<file path="src/rtl/sreg_pkg.sv">
package sreg_pkg;

  localparam int BYTE_BITS = 8;
  localparam int CNT_W     = $clog2(BYTE_BITS) + 1;

  typedef enum logic [2:0] {
    ST_IDLE,
    ST_RX,
    ST_RXEND,
    ST_ACK,
    ST_TX,
    ST_MACK,
    ST_MACKEND,
    ST_IGNORE
  } ctlState_t;

  typedef enum logic [1:0] {
    PH_ADDR,
    PH_SUB,
    PH_DATA
  } phase_t;

  // control -> datapath
  typedef struct packed {
    logic shiftRx;
    logic loadPtr;
    logic writeReg;
    logic loadTx;
    logic shiftTx;
    logic ackOn;
    logic txOn;
  } ctlStrobe_t;

  // datapath -> control
  typedef struct packed {
    logic                 sclRise;
    logic                 sclFall;
    logic                 startDet;
    logic                 stopDet;
    logic                 sdaBit;
    logic [BYTE_BITS-1:0] rxByte;
  } dpStatus_t;

endpackage

</file>
<file path="src/rtl/sreg_datapath.sv">
module sreg_datapath
  import sreg_pkg::*;
#(
  parameter int NUM_REGS    = 16,
  parameter int SYNC_STAGES = 2
) (
  input  logic       clk,
  input  logic       rstN,
  input  logic       sclIn,
  input  logic       sdaIn,
  input  ctlStrobe_t cs,
  output dpStatus_t  st,
  output logic       sdaPullDown
);

  localparam int IDX_W = (NUM_REGS > 1) ? $clog2(NUM_REGS) : 1;

  // synchronizers, idle-high
  logic [SYNC_STAGES-1:0] sclPipe, sdaPipe;
  logic sclS, sdaS, sclD, sdaD;

  always_ff @(posedge clk or negedge rstN) begin
    if (!rstN) begin
      sclPipe <= '1;
      sdaPipe <= '1;
      sclD    <= 1'b1;
      sdaD    <= 1'b1;
    end else begin
      sclPipe <= {sclPipe[SYNC_STAGES-2:0], sclIn};
      sdaPipe <= {sdaPipe[SYNC_STAGES-2:0], sdaIn};
      sclD    <= sclS;
      sdaD    <= sdaS;
    end
  end

  assign sclS = sclPipe[SYNC_STAGES-1];
  assign sdaS = sdaPipe[SYNC_STAGES-1];

  // receive and transmit shifters, pointer
  logic [BYTE_BITS-1:0] rxShift, txShift, ptr, rdData;
  logic [NUM_REGS-1:0][BYTE_BITS-1:0] regFile;
  logic inRange;

  assign inRange = int'(ptr) < NUM_REGS;
  assign rdData  = inRange ? regFile[ptr[IDX_W-1:0]] : '0;

  always_ff @(posedge clk or negedge rstN) begin
    if (!rstN) begin
      rxShift <= '0;
      txShift <= '0;
      ptr     <= '0;
    end else begin
      if (cs.shiftRx) rxShift <= {rxShift[BYTE_BITS-2:0], sdaS};
      if (cs.loadPtr) ptr <= rxShift;
      if (cs.loadTx) txShift <= rdData;
      else if (cs.shiftTx) txShift <= {txShift[BYTE_BITS-2:0], 1'b1};
    end
  end

  always_ff @(posedge clk or negedge rstN) begin
    if (!rstN) begin
      regFile <= '0;
    end else begin
      for (int i = 0; i < NUM_REGS; i++) begin
        if (cs.writeReg && int'(ptr) == i) regFile[i] <= rxShift;
      end
    end
  end

  always_comb begin
    st.sclRise  = sclS & ~sclD;
    st.sclFall  = ~sclS & sclD;
    st.startDet = sclS & sclD & sdaD & ~sdaS;
    st.stopDet  = sclS & sclD & ~sdaD & sdaS;
    st.sdaBit   = sdaS;
    st.rxByte   = rxShift;
  end

  assign sdaPullDown = cs.ackOn | (cs.txOn & ~txShift[BYTE_BITS-1]);

endmodule

</file>
<file path="src/rtl/sreg_ctrl.sv">
module sreg_ctrl
  import sreg_pkg::*;
#(
  parameter logic [6:0] DEV_ADDR = 7'h21
) (
  input  logic       clk,
  input  logic       rstN,
  input  dpStatus_t  st,
  output ctlStrobe_t cs,
  output ctlState_t  stateOut
);

  ctlState_t        state, nState;
  phase_t           phase, nPhase;
  logic [CNT_W-1:0] bitCnt, nCnt;
  logic             rdMode, nRd, ackOn, nAck, txOn, nTx;

  always_comb begin
    nState = state;
    nPhase = phase;
    nCnt   = bitCnt;
    nRd    = rdMode;
    nAck   = ackOn;
    nTx    = txOn;
    cs     = '0;

    if (st.stopDet) begin
      nState = ST_IDLE;
      nAck   = 1'b0;
      nTx    = 1'b0;
    end else if (st.startDet) begin
      nState = ST_RX;
      nPhase = PH_ADDR;
      nCnt   = '0;
      nAck   = 1'b0;
      nTx    = 1'b0;
    end else begin
      unique case (state)
        ST_RX: if (st.sclRise) begin
          cs.shiftRx = 1'b1;
          nCnt       = CNT_W'(bitCnt + 1'b1);
          if (bitCnt == CNT_W'(BYTE_BITS - 1)) nState = ST_RXEND;
        end
        ST_RXEND: if (st.sclFall) begin
          unique case (phase)
            PH_ADDR: begin
              if (st.rxByte[7:1] == DEV_ADDR) begin
                nRd    = st.rxByte[0];
                nAck   = 1'b1;
                nState = ST_ACK;
              end else begin
                nState = ST_IGNORE;
              end
            end
            PH_SUB: begin
              cs.loadPtr = 1'b1;
              nAck       = 1'b1;
              nState     = ST_ACK;
            end
            default: begin
              cs.writeReg = 1'b1;
              nAck        = 1'b1;
              nState      = ST_ACK;
            end
          endcase
        end
        ST_ACK: if (st.sclFall) begin
          nAck = 1'b0;
          nCnt = '0;
          if (phase == PH_ADDR && rdMode) begin
            cs.loadTx = 1'b1;
            nTx       = 1'b1;
            nState    = ST_TX;
          end else begin
            nState = ST_RX;
            nPhase = (phase == PH_ADDR) ? PH_SUB : PH_DATA;
          end
        end
        ST_TX: begin
          if (st.sclRise) nCnt = CNT_W'(bitCnt + 1'b1);
          if (st.sclFall) begin
            if (bitCnt == CNT_W'(BYTE_BITS)) begin
              nTx    = 1'b0;
              nState = ST_MACK;
            end else begin
              cs.shiftTx = 1'b1;
            end
          end
        end
        ST_MACK: if (st.sclRise) begin
          nState = st.sdaBit ? ST_IGNORE : ST_MACKEND;
        end
        ST_MACKEND: if (st.sclFall) begin
          cs.loadTx = 1'b1;
          nTx       = 1'b1;
          nCnt      = '0;
          nState    = ST_TX;
        end
        default: ;
      endcase
    end

    cs.ackOn = ackOn;
    cs.txOn  = txOn;
  end

  always_ff @(posedge clk or negedge rstN) begin
    if (!rstN) begin
      state  <= ST_IDLE;
      phase  <= PH_ADDR;
      bitCnt <= '0;
      rdMode <= 1'b0;
      ackOn  <= 1'b0;
      txOn   <= 1'b0;
    end else begin
      state  <= nState;
      phase  <= nPhase;
      bitCnt <= nCnt;
      rdMode <= nRd;
      ackOn  <= nAck;
      txOn   <= nTx;
    end
  end

  assign stateOut = state;

endmodule

</file>
<file path="src/rtl/sreg_i2c_slave.sv">
module sreg_i2c_slave
  import sreg_pkg::*;
#(
  parameter logic [6:0] DEV_ADDR    = 7'h21,
  parameter int         NUM_REGS    = 16,
  parameter int         SYNC_STAGES = 2
) (
  input  logic clk,
  input  logic rstN,
  input  logic sclIn,
  input  logic sdaIn,
  output logic sdaPullDown
);

  ctlStrobe_t cs;
  dpStatus_t  dpStat;
  ctlState_t  ctlState;

  sreg_ctrl #(.DEV_ADDR(DEV_ADDR)) u_ctl (
    .clk      (clk),
    .rstN     (rstN),
    .st       (dpStat),
    .cs       (cs),
    .stateOut (ctlState)
  );

  sreg_datapath #(.NUM_REGS(NUM_REGS), .SYNC_STAGES(SYNC_STAGES)) u_dp (
    .clk         (clk),
    .rstN        (rstN),
    .sclIn       (sclIn),
    .sdaIn       (sdaIn),
    .cs          (cs),
    .st          (dpStat),
    .sdaPullDown (sdaPullDown)
  );

endmodule

</file>
<file path="config.mk">
export PLATFORM = sky130hd
export DESIGN_NAME = sreg_i2c_slave
export DESIGN_NICKNAME = d
export VERILOG_FILES = /design/src/rtl/sreg_pkg.sv /design/src/rtl/sreg_datapath.sv /design/src/rtl/sreg_ctrl.sv /design/src/rtl/sreg_i2c_slave.sv
export SDC_FILE = /design/constraint.sdc
export NUM_CORES = 1
export LEC_CHECK = 0
export ABC_CLOCK_PERIOD_IN_PS = 2700
export BUFFER_PORTS_ARGS = -buffer_cell sky130_fd_sc_hd__buf_2
export CORE_UTILIZATION = 63
export DETAILED_ROUTE_END_ITERATION = 7
export PLACE_DENSITY = 0.78
export SLEW_MARGIN = 10
export SYNTH_ARGS = -nofsm -noshare
export SYNTH_HDL_FRONTEND = slang
export SYNTH_SLANG_ARGS = --single-unit
</file>
<file path="constraint.sdc">
create_clock -name clk -period 2.7 [get_ports clk]
set_input_delay 0.405 -clock clk [delete_from_list [all_inputs] [get_ports clk]]
set_output_delay 0.405 -clock clk [all_outputs]
set_load 0.01 [all_outputs]
</file>
==> impl_metrics.sql <==
INSERT INTO impl_metrics (metric_group, metric, value, unit) VALUES
('status', 'run_status', 'finished with violations', ''),
('status', 'violations_in_the_final_reports', 'hold timing', ''),
('clocking', 'cts.sinks', '170', ''),
('critical_path', 'crit_path_start_kind', 'flip-flop', ''),
('pwr', 'pwr-share-seq', '43.1', '%'),
('pwr', 'p_sw_share', '29.9', '%'),
('clocking', 'worst_setup_hold_path_clk_slew', '0.06', 'ns'),
('placement', 'post-place-ws', '0.337', 'ns'),
('synthesis', 'yosys.area.top_type_share', '50.8', '%'),
('clocking', 'cts_repair_resize_count', '0', ''),
('sta', 'worst-slew-pin-transition', '0.950', 'ns'),
('critical_path', 'end_kind', 'flip-flop', ''),
('critical_path', 'timing.setup.critical_path_class', 'reg -> reg', ''),
('floorplanning', 'die-area', '13300', 'µm²'),
('pwr', 'p_per_area', '753', 'nW/µm²'),
('sta', 'fin_worst_skew', '0.00685', 'ns'),
('floorplanning', 'boundaryPins', '5', ''),
('drt', 'ant_nets', '0', ''),
('pwr', 'switchingPower', '2.02', 'mW'),
('sta', 'timing.final.crit_share', '88.0', '%'),
('global_route', 'grtUsageTotal', '28.0', '%'),
('clocking', 'clock_latency', '0.43', 'ns'),
('sta', 'postLayoutSetupSlackWorst', '0.324', 'ns'),
('floorplanning', 'num_rows', '41', ''),
('synthesis', 'synth.top_cells.by_area', 'sky130_fd_sc_hd__dfrtp_1, sky130_fd_sc_hd__mux2_2, sky130_fd_sc_hd__mux4_2', ''),
('floorplanning', 'core_ar', '12600', 'µm²'),
('drt', 'routed_wirelength', '16600', 'µm'),
('finish', 'ratio_of_cells_with_drive_above_1_in_the_final_layout', '46.4', '%'),
('finish', 'layout.nets', '575', ''),
('pwr', 'peakVddDrop', '0.450', 'mV'),
('placement', 'gp_routability_congestion', '0.939', ''),
('floorplanning', 'start_util', '64.3', '%'),
('synthesis', 'synthFlopType', 'sky130_fd_sc_hd__dfrtp_1', ''),
('synthesis', 'synth-warning-count', '0', ''),
('drt', 'drt-wirelength-per-cell', '22.0', 'µm'),
('critical_path', 'crit_family', 'simple AND/OR/NAND/NOR gates', ''),
('synthesis', 'syn_nets', '567', ''),
('synthesis', 'synth.yosys.seq_area_share', '52.7', '%'),
('finish', 'stdcell_count', '754', ''),
('synthesis', 'area_leader_netlist', 'sky130_fd_sc_hd__dfrtp_1', ''),
('sta', 'unrepaired_setup_endpoints_after_global_routing', 'false', ''),
('clocking', 'clockBufferDepth', '2', ''),
('synthesis', 'synth_seq_cells', '170', ''),
('global_route', 'grt_max_degree', '72', ''),
('drt', 'drcViolationCount', '0', ''),
('finish', 'flow.area_growth_from_synthesis', '11.1', '%'),
('finish', 'layout.core_utilization', '71.5', '%'),
('sta', 'final-setup-viol-count', '0', ''),
('floorplanning', 'die_width', '115', 'µm'),
('critical_path', 'timing.critical_path.required', '3.01', 'ns'),
('critical_path', 'critPathBufInv', '1', ''),
('synthesis', 'synth_edf_count', '0', ''),
('drt', 'initial_detailed_routing_violation_count', '400', ''),
('placement', 'placement.io_buffers', '4', ''),
('global_route', 'wire_length_of_the_first_global_routing_pass', '26700', 'µm'),
('sta', 'final_hold_fails', '26', ''),
('sta', 'max_freq', '421', 'MHz'),
('synthesis', 'mappedNetlistArea', '8090', 'µm²'),
('sta', 'holdWs', '-0.00920', 'ns'),
('pwr', 'p_int', '4.74', 'mW'),
('critical_path', 'crit_top_cell', 'sky130_fd_sc_hd__nor3_4', ''),
('sta', 'rel_slew_slack', '36.2', '%'),
('synthesis', 'postSynthCellCount', '561', ''),
('critical_path', 'worst_path_max_delay_cell', 'sky130_fd_sc_hd__dfstp_2', ''),
('critical_path', 'critical_path_arrival', '2.69', 'ns'),
('critical_path', 'critical_path.cell_chain', 'nand2b_1 -> nor3_4 -> nand3_4 -> buf_12 -> nor3_4 -> mux2_2', ''),
('drt', 'vias_per_cell', '6.17', ''),
('critical_path', 'worst_r2r_startpoint', 'u_dp.sclD$_DFF_PN1_', ''),
('pwr', 'power.combinational.fraction', '20.3', '%'),
('sta', 'slew_viol_final', '0', ''),
('clocking', 'tritoncts', 'yes', '');
[Yosys cell counts, drive strengths merged, types with 2 or more instances]
| cell type | instances |
|---|---|
| ha | 2 |
| o21ai | 9 |
| nor2 | 20 |
| dfrtp | 164 |
| nor2b | 2 |
| or4 | 2 |
| or2 | 2 |
| clkbuf | 27 |
| nor3 | 14 |
| mux2i | 11 |
| nand4 | 2 |
| a21oi | 14 |
| nand2b | 9 |
| o221ai | 7 |
| nand2 | 29 |
| buf | 14 |
| mux2 | 151 |
| dfstp | 6 |
| nand3 | 6 |
| nand3b | 2 |
| mux4 | 32 |
| and2 | 3 |
| inv | 9 |
| and3b | 2 |
| nor4 | 5 |
[sequential cells by signal, summed over array words and instances, names as in the netlist]
name / count
u_ctl.ackOn: 1
u_ctl.bitCnt: 4
u_ctl.phase: 2
u_ctl.rdMode: 1
u_ctl.stateOut: 3
u_ctl.txOn: 1
u_dp.ptr: 8
u_dp.regFile: 128
u_dp.rxShift: 8
u_dp.sclD: 1
u_dp.sclPipe: 2
u_dp.sdaD: 1
u_dp.sdaPipe: 2
u_dp.txShift: 8
[placed cells by master, fill, tap and decap left out, drive strengths merged, types with 2 or more instances in the layout]
master / netlist / routed
a21oi: 14 / 14
and2: 3 / 3
and3b: 2 / 2
buf: 14 / 30
bufinv: 0 / 3
clkbuf: 27 / 21
clkinv: 0 / 3
clkinvlp: 0 / 4
dfrtp: 164 / 164
dfstp: 6 / 6
ha: 2 / 2
inv: 9 / 10
mux2: 151 / 151
mux2i: 11 / 11
mux4: 32 / 32
nand2: 29 / 29
nand2b: 9 / 9
nand3: 6 / 6
nand3b: 2 / 2
nand4: 2 / 2
nor2: 20 / 20
nor2b: 2 / 2
nor3: 14 / 14
nor4: 5 / 5
o21ai: 9 / 9
o221ai: 7 / 7
or2: 2 / 2
or4: 2 / 2
[layer usage]
metal	GRT usage (%)	share of wire (%)	vias to the layer above
met3	6.85	3.4	21
met4	8.74	1.3	0
met2	45.7	50	96
li1	-	-	2068
met5	0	0	-
met1	37.4	45	2465
[worst paths after layout]
kind,depth (start not counted),endpoint,slack (ns)
setup / recovery,6,u_dp.regFile[81]$_DFFE_PN0P_,0.32
hold / removal,1,u_ctl.bitCnt[2]$_DFFE_PN0P_,-0.009
setup reg to reg,6,u_dp.regFile[81]$_DFFE_PN0P_,0.32
hold reg to reg,0,u_dp.sdaPipe[1]$_DFF_PN1_,0.36
max in group asynchronous,2,u_dp.regFile[22]$_DFFE_PN0P_,2.04
min in group clk,1,u_dp.sclPipe[0]$_DFF_PN1_,0.07
[power groups by stage]
stage | Sequential [mW] | Combinational [mW] | Clock (mW)
2_1_floorplan | 2.81 | 1.12 | 0
3_3_place_gp | 2.94 | 1.32 | 0
3_5_place_dp | 2.95 | 1.36 | 0
4_1_cts | 2.91 | 1.37 | 2.51
5_1_grt | 2.94 | 1.49 | 2.63
6_report | 2.91 | 1.37 | 2.48
[metrics by stage]
step	hold WS (ns)	instance area (µm²)	power, mW
final	-0.00920	8990	6.76
after global routing	0.0379	8990	7.05
after CTS	0.00230	8990	6.80
after detailed placement	0.347	8380	4.31
after global placement	0.346	8380	4.26
after floorplan	0.109	8090	3.93
[final cells by class]
type	instances	area, µm²
Sequential cell	170	4260
Fill cell	807	3580
Timing Repair Buffer	30	272
Tap cell	172	215
Inverter	9	33.8
Multi-Input combinational cell	341	3600
Clock buffer	21	460
Clock inverter	11	144
[cell families (layout without fill, tap and decap cells)]
logic type	Yosys count	after routing	synth area share [%]
buf+inv	50	71	2.79
flops	170	170	52.7
mux	194	194	31.7
compound gates	41	41	3.37
xor+xnor	2	2	0.217
simple gates	102	102	8.93
fa+ha+maj	2	2	0.309
Note: power is estimated with default switching activity, not from simulation.
